File: config.mk
export PLATFORM = sky130hd
export DESIGN_NAME = ser_cfg_loader
export DESIGN_NICKNAME = d
export VERILOG_FILES = /design/src/rtl/scl_pkg.sv /design/src/rtl/scl_sync.sv /design/src/rtl/scl_shift.sv /design/src/rtl/scl_guard.sv /design/src/rtl/scl_bank.sv /design/src/rtl/ser_cfg_loader.sv
export SDC_FILE = /design/constraint.sdc
export NUM_CORES = 1
export LEC_CHECK = 0
export BUFFER_PORTS_ARGS = -buffer_cell sky130_fd_sc_hd__buf_2
export CORE_MARGIN = 1
export CORE_UTILIZATION = 45
export CTS_CLUSTER_DIAMETER = 150
export DETAILED_ROUTE_END_ITERATION = 10
export GPL_TIMING_DRIVEN = 0
export MAX_ROUTING_LAYER = met4
export PLACE_DENSITY = 0.74
export SYNTH_ARGS = -nofsm -noshare
export SYNTH_HDL_FRONTEND = slang
export SYNTH_SLANG_ARGS = --single-unit
File: constraint.sdc
create_clock -name clk -period 4.6 [get_ports clk]
set_input_delay 0 -clock clk [delete_from_list [all_inputs] [get_ports clk]]
set_output_delay 0 -clock clk [all_outputs]
set_load 0.02 [all_outputs]
File: src/rtl/scl_pkg.sv
package scl_pkg;
  localparam int WORD_W_DEF = 24;
  localparam int ADDR_W_DEF = 2;

  typedef struct packed {
    logic lvl;
    logic rise;
    logic fall;
  } edge_t;
endpackage

File: src/rtl/scl_sync.sv
module scl_sync #(
  parameter int N = 3
) (
  input  logic                     clk,
  input  logic                     rst,
  input  logic [N-1:0]             din,
  output scl_pkg::edge_t [N-1:0]   ev
);
  logic [N-1:0] s1, s2, s3;

  always_ff @(posedge clk) begin
    if (rst) begin
      s1 <= '0;
      s2 <= '0;
      s3 <= '0;
    end else begin
      s1 <= din;
      s2 <= s1;
      s3 <= s2;
    end
  end

  for (genvar i = 0; i < N; i++) begin : g_bit
    assign ev[i].lvl  = s2[i];
    assign ev[i].rise = s2[i] & ~s3[i];
    assign ev[i].fall = ~s2[i] & s3[i];

    // a detected edge lasts one cycle
    p_edge_single_r1: assert property (@(posedge clk) disable iff (rst)
      ev[i].rise |=> !ev[i].rise);
  end
endmodule

File: src/rtl/scl_shift.sv
module scl_shift #(
  parameter int W = scl_pkg::WORD_W_DEF
) (
  input  logic         clk,
  input  logic         rst,
  input  logic         shift_en,
  input  logic         din,
  output logic [W-1:0] word
);
  always_ff @(posedge clk) begin
    if (rst)           word <= '0;
    else if (shift_en) word <= {word[W-2:0], din};
  end

  p_msb_first_r1: assert property (@(posedge clk) disable iff (rst)
    shift_en |=> (word[0] == $past(din)));
  p_shift_hold_r8: assert property (@(posedge clk) disable iff (rst)
    !shift_en |=> $stable(word));
endmodule

File: src/rtl/scl_guard.sv
module scl_guard #(
  parameter int MIN_PHASE = 8,
  parameter int MIN_CK2LE = 16
) (
  input  logic clk,
  input  logic rst,
  input  logic ck_rise,
  input  logic ck_fall,
  input  logic le_rise,
  output logic accept,
  output logic tim_err
);
  localparam int PW = $clog2(MIN_PHASE + 1);
  localparam int CW = $clog2(MIN_CK2LE + 1);
  localparam logic [PW-1:0] PH_MIN = PW'(MIN_PHASE);
  localparam logic [CW-1:0] CK_MIN = CW'(MIN_CK2LE);

  logic [PW-1:0] ph_cnt;
  logic [CW-1:0] ck_cnt;
  logic          bad_q;
  logic          ph_viol, bad_now, setup_ok;

  assign ph_viol  = (ck_rise | ck_fall) && (ph_cnt < PH_MIN);
  assign bad_now  = bad_q | ph_viol;
  assign setup_ok = !ck_rise && (ck_cnt >= CK_MIN);
  assign accept   = le_rise && !bad_now && setup_ok;

  always_ff @(posedge clk) begin
    if (rst) begin
      ph_cnt  <= PH_MIN;
      ck_cnt  <= CK_MIN;
      bad_q   <= 1'b0;
      tim_err <= 1'b0;
    end else begin
      if (ck_rise | ck_fall)  ph_cnt <= PW'(1);
      else if (ph_cnt < PH_MIN) ph_cnt <= ph_cnt + PW'(1);

      if (ck_rise)            ck_cnt <= CW'(1);
      else if (ck_cnt < CK_MIN) ck_cnt <= ck_cnt + CW'(1);

      if (le_rise)      bad_q <= 1'b0;
      else if (ph_viol) bad_q <= 1'b1;

      tim_err <= le_rise && !accept;
    end
  end

  p_accept_on_edge_r3: assert property (@(posedge clk) disable iff (rst)
    accept |-> le_rise);
  p_err_pulse_r9: assert property (@(posedge clk) disable iff (rst)
    tim_err |=> !tim_err);
endmodule

File: src/rtl/scl_bank.sv
module scl_bank #(
  parameter int W        = scl_pkg::WORD_W_DEF,
  parameter int AW       = scl_pkg::ADDR_W_DEF,
  parameter int GPO_ADDR = 1,
  parameter int GPO0_BIT = 17,
  parameter int GPO1_BIT = 18
) (
  input  logic                    clk,
  input  logic                    rst,
  input  logic                    wr_en,
  input  logic [W-1:0]            wr_word,
  output logic [(1<<AW)*W-1:0]    cfg_flat,
  output logic [1:0]              gpo,
  output logic                    upd_vld,
  output logic [AW-1:0]           upd_addr
);
  localparam int NL = 1 << AW;

  logic [AW-1:0] wa;
  logic [W-1:0]  lat [NL];

  assign wa = wr_word[AW-1:0];

  for (genvar k = 0; k < NL; k++) begin : g_lat
    always_ff @(posedge clk) begin
      if (rst)                         lat[k] <= '0;
      else if (wr_en && wa == AW'(k))  lat[k] <= wr_word;
    end
    assign cfg_flat[k*W +: W] = lat[k];

    // a latch only changes after a write addressed to it
    p_lat_hold_r4: assert property (@(posedge clk) disable iff (rst)
      (lat[k] != $past(lat[k])) |-> $past(wr_en && wa == AW'(k)));
  end

  assign gpo = {lat[GPO_ADDR][GPO1_BIT], lat[GPO_ADDR][GPO0_BIT]};

  always_ff @(posedge clk) begin
    if (rst) begin
      upd_vld  <= 1'b0;
      upd_addr <= '0;
    end else begin
      upd_vld <= wr_en;
      if (wr_en) upd_addr <= wa;
    end
  end

  p_gpo_src_r6: assert property (@(posedge clk) disable iff (rst)
    (gpo != $past(gpo)) |-> $past(wr_en && wa == AW'(GPO_ADDR)));
  p_upd_pulse_r7: assert property (@(posedge clk) disable iff (rst)
    upd_vld |=> !upd_vld);
endmodule

File: src/rtl/ser_cfg_loader.sv
module ser_cfg_loader #(
  parameter int WORD_W    = scl_pkg::WORD_W_DEF,
  parameter int ADDR_W    = scl_pkg::ADDR_W_DEF,
  parameter int MIN_PHASE = 8,
  parameter int MIN_CK2LE = 16,
  parameter int GPO_ADDR  = 1,
  parameter int GPO0_BIT  = 17,
  parameter int GPO1_BIT  = 18
) (
  input  logic                              clk,
  input  logic                              rst,
  input  logic                              ser_clk,
  input  logic                              ser_data,
  input  logic                              ser_le,
  output logic [(1<<ADDR_W)*WORD_W-1:0]     cfg_flat,
  output logic [1:0]                        gpo,
  output logic                              upd_vld,
  output logic [ADDR_W-1:0]                 upd_addr,
  output logic                              tim_err
);
  localparam int I_CK = 0;
  localparam int I_DT = 1;
  localparam int I_LE = 2;

  scl_pkg::edge_t [2:0] ev;
  logic [WORD_W-1:0]    sh_word;
  logic                 accept;

  scl_sync #(.N(3)) u_sync (
    .clk (clk),
    .rst (rst),
    .din ({ser_le, ser_data, ser_clk}),
    .ev  (ev)
  );

  scl_shift #(.W(WORD_W)) u_shift (
    .clk      (clk),
    .rst      (rst),
    .shift_en (ev[I_CK].rise),
    .din      (ev[I_DT].lvl),
    .word     (sh_word)
  );

  scl_guard #(.MIN_PHASE(MIN_PHASE), .MIN_CK2LE(MIN_CK2LE)) u_guard (
    .clk     (clk),
    .rst     (rst),
    .ck_rise (ev[I_CK].rise),
    .ck_fall (ev[I_CK].fall),
    .le_rise (ev[I_LE].rise),
    .accept  (accept),
    .tim_err (tim_err)
  );

  scl_bank #(
    .W(WORD_W), .AW(ADDR_W), .GPO_ADDR(GPO_ADDR),
    .GPO0_BIT(GPO0_BIT), .GPO1_BIT(GPO1_BIT)
  ) u_bank (
    .clk      (clk),
    .rst      (rst),
    .wr_en    (accept),
    .wr_word  (sh_word),
    .cfg_flat (cfg_flat),
    .gpo      (gpo),
    .upd_vld  (upd_vld),
    .upd_addr (upd_addr)
  );

  p_strobe_excl_r10: assert property (@(posedge clk) disable iff (rst)
    !(upd_vld && tim_err));
  p_load_needs_le_r3: assert property (@(posedge clk) disable iff (rst)
    (upd_vld || tim_err) |-> $past(ev[I_LE].rise));
endmodule

* After elaboration in Yosys (flattened, before gate mapping)
Memory sizes are Yosys's and may differ from the RTL's. Cells that the tools add are included. W data, S select, Z words.
Operators by class: bitwise operators 12, add/subtract/negate cells 2, reduce and logical (&&, ||, !) cells 18, mux-type cells 22, eq/ne operators 3, order comparisons 3
Operators with widths (count):
- $mux W24 | 4
- $mux W1 | 14
- $mux W5 | 2
- $logic_and A1 B1 Y1 | 9
- $mux W4 | 2
- $or A1 B1 Y1 | 6
- $reduce_or A2 Y1 | 3
- $add A5 B1 Y5 const B | 1
- $ge A5 B5 Y1 const B | 1
- $lt A5 B5 Y1 const B | 1
- $add A4 B1 Y4 const B | 1
- $eq A2 B2 Y1 const B | 2
- $lt A4 B4 Y1 const B | 1
- $reduce_bool A2 Y1 | 2
- $and A1 B1 Y1 | 3
- $logic_not A1 Y1 | 3
- $not A1 Y1 | 3
- $eq A2 B1 Y1 const B | 1
- $logic_not A2 Y1 | 1
Word-level totals: memories kept 1, word-level logic and storage cells 73, output and inout port bits 102, bits in writable memories 96, input bits 5, bits in registers 47
Memory list:
- u_bank.lat | depth 4, width 24, read ports 4, clocked after Yosys merged registers in 0, wr ports 4, line scl_bank.sv:20 | logic [W-1:0] lat [NL];

* Longest topological paths before layout
Gate-level depths: netlist (run 1).
word-level depth 13, mapped depth 7, depth with buffers taken out 5

* Cells and area by module
From an unflattened synthesis (run 1), not the netlist that was laid out.
Unflattened totals: cell total of the unflattened synthesis 363, area, all modules 5366.4 um^2
By module, submodules not included:
- scl_bank | times used 1, cells an instance 218, sequential area each 2942.8 um^2, area an instance 3759.9 um^2
- scl_shift | times used 1, cells an instance 77, sequential area each 480.5 um^2, area an instance 869.6 um^2
- scl_guard | times used 1, cells an instance 44, sequential area each 220.2 um^2, area an instance 462.9 um^2
- scl_sync | times used 1, cells an instance 24, sequential area each 180.2 um^2, area an instance 274.0 um^2

* Worst setup path after synthesis (run 1)
OpenSTA, ideal clock, no wires.
path kind register to register, start point register u_sync.s3[0], end point memory u_bank.lat[1][0] (netlist bit) (enable), path slack 1.108 ns, cell stages (with the launch flop) 8, clock period less this slack 3.492 ns, path buffers 2, arrival time 3.050 ns, setup time 0.442 ns, data required time 4.158 ns, cell sequence dfxtp_1 inv_1 ha_1 nand4bb_1 buf_4 or2_1 buf_2 o31ai_1
RTL lines:
- start: declaration | line scl_sync.sv:9 | logic [N-1:0] s1, s2, s3;
- start signal: assignment | line scl_sync.sv:15 | s3 <= '0;
- start signal: assignment | line scl_sync.sv:19 | s3 <= s2;
- end: declaration | line scl_bank.sv:20

==> summary.txt, run 1 <==
Timing
  – Setup WS post-layout: 1914 ps
  – Period minus WS final: 2686 ps
  – Slew HR: 0.3794
  – Final clock skew: 13.26 ps
  – Part of the cycle the worst path needs: 0.5838
  – Max Slew Vio Count: 0
  – RSZ-0062 raised after global routing: false
  – Fin Setup TNS: 0 ps
  – Final Hold Vio Count: 0
  – Max Freq: 372.3 MHz
  – Worst Tran Pin Value: 931.0 ps
  – Final setup fails: 0

Logic synthesis
  – Synth Warn #: 0
  – Share of the synthesized area in the top cell type: 0.5426
  – Synth area leader: edfxtp_1
  – Synthesized flop and latch total: 142
  – Cell area after synthesis: 5313 um^2
  – Synth Area in Compound Gates: 0.01884
  – Post-synthesis cell type count: 37
  – Synth Area in Simple Gates: 0.1700
  – Seq/Total Area, Yosys: 0.7160
  – Post-synthesis adder-cell area fraction: 0.007065
  – Synth top area cells: edfxtp_1 54%, dfxtp_1 17%, and2_1 9.7%
  – Mux contribution to synthesized area: 0.04899
  – EDFF count, synth: 96
  – FFs w/ async S/R, synth: 0
  – Synthesized instance count: 360
  – Syn avg cell area: 14.76 um^2
  – Largest family of logic cells by synthesized area: simple AND/OR/NAND/NOR gates
  – Most frequent cells after synthesis: 96 x edfxtp_1, 82 x and2_1, 46 x dfxtp_1
  – Primary FF master, synth: edfxtp_1
  – XOR/XNOR share of the synthesized area: 0.008243
  – Most frequent cell after synthesis: edfxtp_1

Clock tree
  – Root Buffer Master: clkbuf_16
  – Clock sink count: 142
  – CTS buffer count: 17
  – Clock H-tree levels: 4
  – CTS clk-pin slew, worst paths: 60 ps
  – Skew-Pair Late Insertion Delay: 420 ps
  – CTS resizes: 0
  – CTS tree: built
  – Post-CTS Setup Inserts: 0
  – Max clock buf depth: 2

Drt
  – Violation count after the first detailed-route iteration: 173
  – Final WL: 10,690 um
  – DR vias/cell: 4.846
  – Via count: 3,150
  – WL/cell: 16.45 um
  – First drt pass iteration count: 4
  – Post-route DRC: 0
  – Detail Route Antenna Nets: 0

Power and ir drop
  – Leak: 0.002790 uW
  – Worst IR drop on VDD: 0.0003107 V
  – Overall Power: 2972 uW
  – PD cells: 435.9 nW/um^2

Global route
  – First-pass GRT wire length: 17,170 um
  – Total global-route track usage: 0.1920
  – Largest net degree at the start of global routing: 19
  – Number of global-route vias before repair: 3,247
  – Initial antenna violation count: 0
  – Grt total ovfl: 0

Floorplan
  – Initial core utilization: 0.4633
  – Core Footprint: 11,470 um^2
  – Die height: 110.7 um
  – Die width: 110.7 um
  – Row count: 39
  – IO Count: 107
  – Die Area: 12,240 um^2

Min path
  – Worst hold start: rst
  – WHS Path Cells: 3
  – Hold crit path type: input port to flop
  – Hold endpoint: u_sync.s1[0]$_SDFF_PP0_

Worst setup path
  – Required time worst endpoint: 4720 ps
  – Critical R2R Capture: u_bank.lat[3][14]$_SDFFCE_PN0P_
  – CP Capture Type: flop
  – Max Fanout on Critical Path: 14
  – Worst R2R Path Depth: 8
  – Worst R2R Setup Slack: 1910 ps
  – Worst setup SP type: flop
  – Worst Setup Path Type: flop to flop
  – R2R Path Start: u_sync.s3[0]$_SDFF_PP0_
  – Crit path DAT: 2800 ps

Run status
  – Outcome: finished, final reports clean

Place
  – Place WS: 1916 ps
  – Placed Cells: 615
  – GP Congestion: 0.7590
  – Port Buffers: 105
  – Hpwl dp: 7020 um

Finish
  – Ant diodes: 0
  – Final non-filler cell total: 650
  – Nets@finish: 502
  – Layout cells sized above 1: 0.3353
  – Area Overhead vs Synth: 28.36%

Run
  – Max Cap Violations: 0
==> cell type report <==
class                      count  area [um^2]
multi-input combinational    196         1415
clock inverter                11        137.6
tap                          143        178.9
clock buffer                  21        470.5
fill                         855         4648
sequential                   142         3804
timing repair buffer         112        653.1
buffer                        20        138.9
inverter                       5        21.27
==> routing by layer <==
metal | part of all wire | up-vias | routed length [um] | GRT usage
met4 | 0.012 | 0 | 128 | 0.08000
met1 | 0.43 | 1531 | 4573 | 0.2262
li1 | - | 1514 | - | -
met2 | 0.51 | 92 | 5478 | 0.3056
met5 | 0 | - | 0 | -
met3 | 0.048 | 13 | 514 | 0.06014
==> cell usage in the layout (no fill, tap or decap), types with 10 or more instances in the layout <==
| master | synthesis | routed |
|---|---|---|
| and2_1 | 82 | 82 |
| buf_2 | 4 | 109 |
| clkbuf_16 | 0 | 17 |
| dfxtp_1 | 46 | 46 |
| edfxtp_1 | 96 | 96 |
| mux2i_1 | 26 | 26 |
| nor2_1 | 29 | 29 |
| nor2b_1 | 10 | 10 |
==> logic make-up after synthesis <==
| family | after synthesis |
|---|---|
| xor+xnor | 5 |
| simple gates | 145 |
| compound gates | 13 |
| other cells | 1 |
| mux | 26 |
| fa+ha+maj | 3 |
| buf+inv | 25 |
| flops | 142 |
==> where the power goes <==
group	switching, uW	total (uW)	leakage (uW)	internal (uW)
Clock	507	1400	0.000288	891
Combinational	108	160	0.00114	52.3
Sequential	14.6	1410	0.00136	1400
==> metrics by stage <==
step	instance area [um^2]	hold WS (ps)	util
after floorplan	5324	128.2	-
after global placement	6028	206.6	0.5257
after detailed placement	6181	217.9	0.5390
after CTS	6819	168.4	0.5947
after global routing	6819	205.3	0.5947
final	6819	160.1	0.5947
==> worst max path at each step <==
stage                                           end               startpoint  depth (start not counted)  slack [ps]
floorplan            u_bank.lat[1][0]$_SDFFCE_PN0P_  u_sync.s3[0]$_SDFF_PP0_                          7        1110
global placement    u_bank.lat[0][12]$_SDFFCE_PN0P_  u_sync.s3[0]$_SDFF_PP0_                          7        -230
detailed placement   u_bank.lat[3][8]$_SDFFCE_PN0P_  u_sync.s3[0]$_SDFF_PP0_                          8        1920
CTS                 u_bank.lat[3][14]$_SDFFCE_PN0P_  u_sync.s3[0]$_SDFF_PP0_                          8        1880
global route        u_bank.lat[3][14]$_SDFFCE_PN0P_  u_sync.s3[0]$_SDFF_PP0_                          8        1790
finish              u_bank.lat[3][14]$_SDFFCE_PN0P_  u_sync.s3[0]$_SDFF_PP0_                          8        1910
==> worst max-delay path, stage by stage, from the launching register on <==
cell and delay [ps]:
dfxtp_1 310, inv_1 40, ha_1 220, nand4bb_1 190, buf_4 200, or2_1 210
buf_2 210, o31ai_4 770, buf_8 240
==> sequential cells by signal, summed over array words and instances, names as in the netlist <==
| register | count |
|---|---|
| u_bank.lat | 96 |
| u_sync.s3 | 2 |
| u_guard.bad_q | 1 |
| u_shift.word | 24 |
| u_guard.ph_cnt | 4 |
| u_sync.s2 | 3 |
| u_guard.tim_err | 1 |
| u_bank.upd_addr | 2 |
| u_sync.s1 | 3 |
| u_guard.ck_cnt | 5 |
| u_bank.upd_vld | 1 |
==> timing repair <==
| action | CTS | global route |
|---|---|---|
| endpoints found under the hold margin | 3 | 0 |
| setup endpoints to repair | 0 | 0 |
| hold buffers | 3 | 0 |
Note: power is estimated with default switching activity, not from simulation.
==> run 2, diff against run 1 <==
==> constraint.sdc (replaced) <==
create_clock -name clk -period 2.6 [get_ports clk]
set_input_delay 0 -clock clk [delete_from_list [all_inputs] [get_ports clk]]
set_output_delay 0 -clock clk [all_outputs]
set_load 0.02 [all_outputs]
==> run 2 against run 1 <==
Against the previous run: largest power group unchanged; clock skew down 7.6 ps; die area stayed put; combinational power up 77%; setup slack worse by 1700 ps; first-iteration DRC count rose by 21%; core utilization hardly changed; non-clock buffer count rose by 1.
==> summary.txt, run 2 (synthesis results as in run 1) <==
Floorplan
  – Die height: 110.7 um
  – Core Footprint: 11,470 um^2
  – Die Area: 12,240 um^2
  – Initial core utilization: 0.4633
  – Row count: 39
  – IO Count: 107
  – Die width: 110.7 um

Global route
  – First-pass GRT wire length: 16,100 um
  – Total global-route track usage: 0.1822
  – Largest net degree at the start of global routing: 19
  – Initial antenna violation count: 0
  – Number of global-route vias before repair: 3,004
  – Grt total ovfl: 0

Clock tree
  – CTS buffer count: 17
  – CTS tree: built
  – Root Buffer Master: clkbuf_16
  – Skew-Pair Late Insertion Delay: 410 ps
  – CTS clk-pin slew, worst paths: 60 ps
  – Clock H-tree levels: 4
  – Clock sink count: 142
  – Max clock buf depth: 2

Drt
  – WL/cell: 15.69 um
  – DR vias/cell: 4.722
  – Via count: 3,074
  – First drt pass iteration count: 4
  – Violation count after the first detailed-route iteration: 210
  – Post-route DRC: 0
  – Detail Route Antenna Nets: 0
  – Final WL: 10,210 um

Timing
  – Slew HR: 0.5866
  – Final Hold Vio Count: 0
  – Worst Tran Pin Value: 620.1 ps
  – Max Slew Vio Count: 0
  – Part of the cycle the worst path needs: 0.9331
  – RSZ-0062 raised after global routing: false
  – Final setup fails: 0
  – Final clock skew: 5.634 ps
  – WHS: 176.0 ps
  – Period minus WS final: 2426 ps
  – Max Freq: 412.2 MHz

Min path
  – WHS Path Cells: 3
  – Hold crit path type: input port to flop

Finish
  – Nets@finish: 503
  – Most common cell after layout, fill and taps aside: buf_2
  – Area Overhead vs Synth: 28.43%
  – Ant diodes: 0
  – Layout cells sized above 1: 0.3307
  – Most frequent cells in the layout: 109 x buf_2, 96 x edfxtp_1, 82 x and2_1
  – Final non-filler cell total: 651
  – Max FFs per register: 96
  – Reg with most FFs: u_bank.lat
  – Fillcell total: 888
  – Biggest regs: u_bank.lat x96, u_shift.word x24, u_guard.ck_cnt x5

Place
  – GP Congestion: 0.7695
  – Hpwl dp: 6854 um
  – Port Buffers: 105
  – Placed Cells: 615

Worst setup path
  – Required time worst endpoint: 2720 ps
  – Crit path DAT: 2540 ps
  – Worst Setup Path Type: flop to flop
  – Worst setup SP type: flop
  – Max Fanout on Critical Path: 17
  – Worst R2R Path Depth: 7
  – CP Capture Type: flop

Run
  – Max Cap Violations: 0

Power and ir drop
  – PD cells: 770.6 nW/um^2
  – Worst IR drop on VDD: 0.0005531 V
  – Leak: 0.002790 uW

Run status
  – Outcome: finished, final reports clean
[run 2: repair_timing]
item,in CTS,in global routing
buffers inserted,0,1
setup endpoints to repair,0,14
hold buffers,3,0
gates resized for setup,0,0
endpoints found under the hold margin,3,0
[run 2: metrics by stage]
stage                     cell area [um^2]  TNS (ps)  utilization  setup WS, ps  power (uW)
after floorplan                       5344    -14860            -        -154.8        2717
after global placement                6048    -84580       0.5274        -934.7        2803
after detailed placement              6168         0       0.5379         68.61        2829
after CTS                             6803         0       0.5932         49.45        5291
after global routing                  6823         0       0.5950         75.82        5417
final                                 6823         0       0.5950         174.0        5258
[run 2: worst paths after layout]
kind	from	end	slack [ps]
hold / removal	rst	u_sync.s2[2]$_SDFF_PP0_	180
hold reg to reg	u_sync.s1[2]$_SDFF_PP0_	u_sync.s2[2]$_SDFF_PP0_	440
setup reg to reg	u_sync.s2[0]$_SDFF_PP0_	u_bank.lat[2][21]$_SDFFCE_PN0P_	170
setup / recovery	u_sync.s2[0]$_SDFF_PP0_	u_bank.lat[2][21]$_SDFFCE_PN0P_	170
[run 2: worst max-delay path, cell delays in order (launching register included)]
cell and delay [ps]:
dfxtp_1 320, ha_1 240, nand4bb_1 180, buf_4 200
or2_1 200, buf_2 200, o31ai_4 540, buf_16 230
[run 2: cell type report]
| class | count | area [um^2] | area share |
|---|---|---|---|
| repair buffers | 113 | 660.6 | 0.09683 |
| clock buffers | 19 | 432.9 | 0.06345 |
| plain buffers | 20 | 138.9 | 0.02036 |
| inverters | 5 | 21.27 | 0.003118 |
| well taps | 143 | 178.9 | 0.02622 |
| clock inverters | 13 | 171.4 | 0.02512 |
| multi-input cells | 196 | 1415 | 0.2074 |
| flip-flops and latches | 142 | 3804 | 0.5575 |
[run 2: report_power, final]
part	total, uW	switching (uW)	internal, uW
clock	2470	883	1590
combinational	283	189	94.4
sequential	2500	25.8	2480
total	5260	1100	4160
[run 2: metal layers]
metal / track usage / up-vias / wire, um
met5: - / - / 0
met4: 0.07467 / 0 / 145
met3: 0.05413 / 12 / 461
met2: 0.2836 / 82 / 5069
met1: 0.2228 / 1465 / 4536
li1: - / 1515 / -
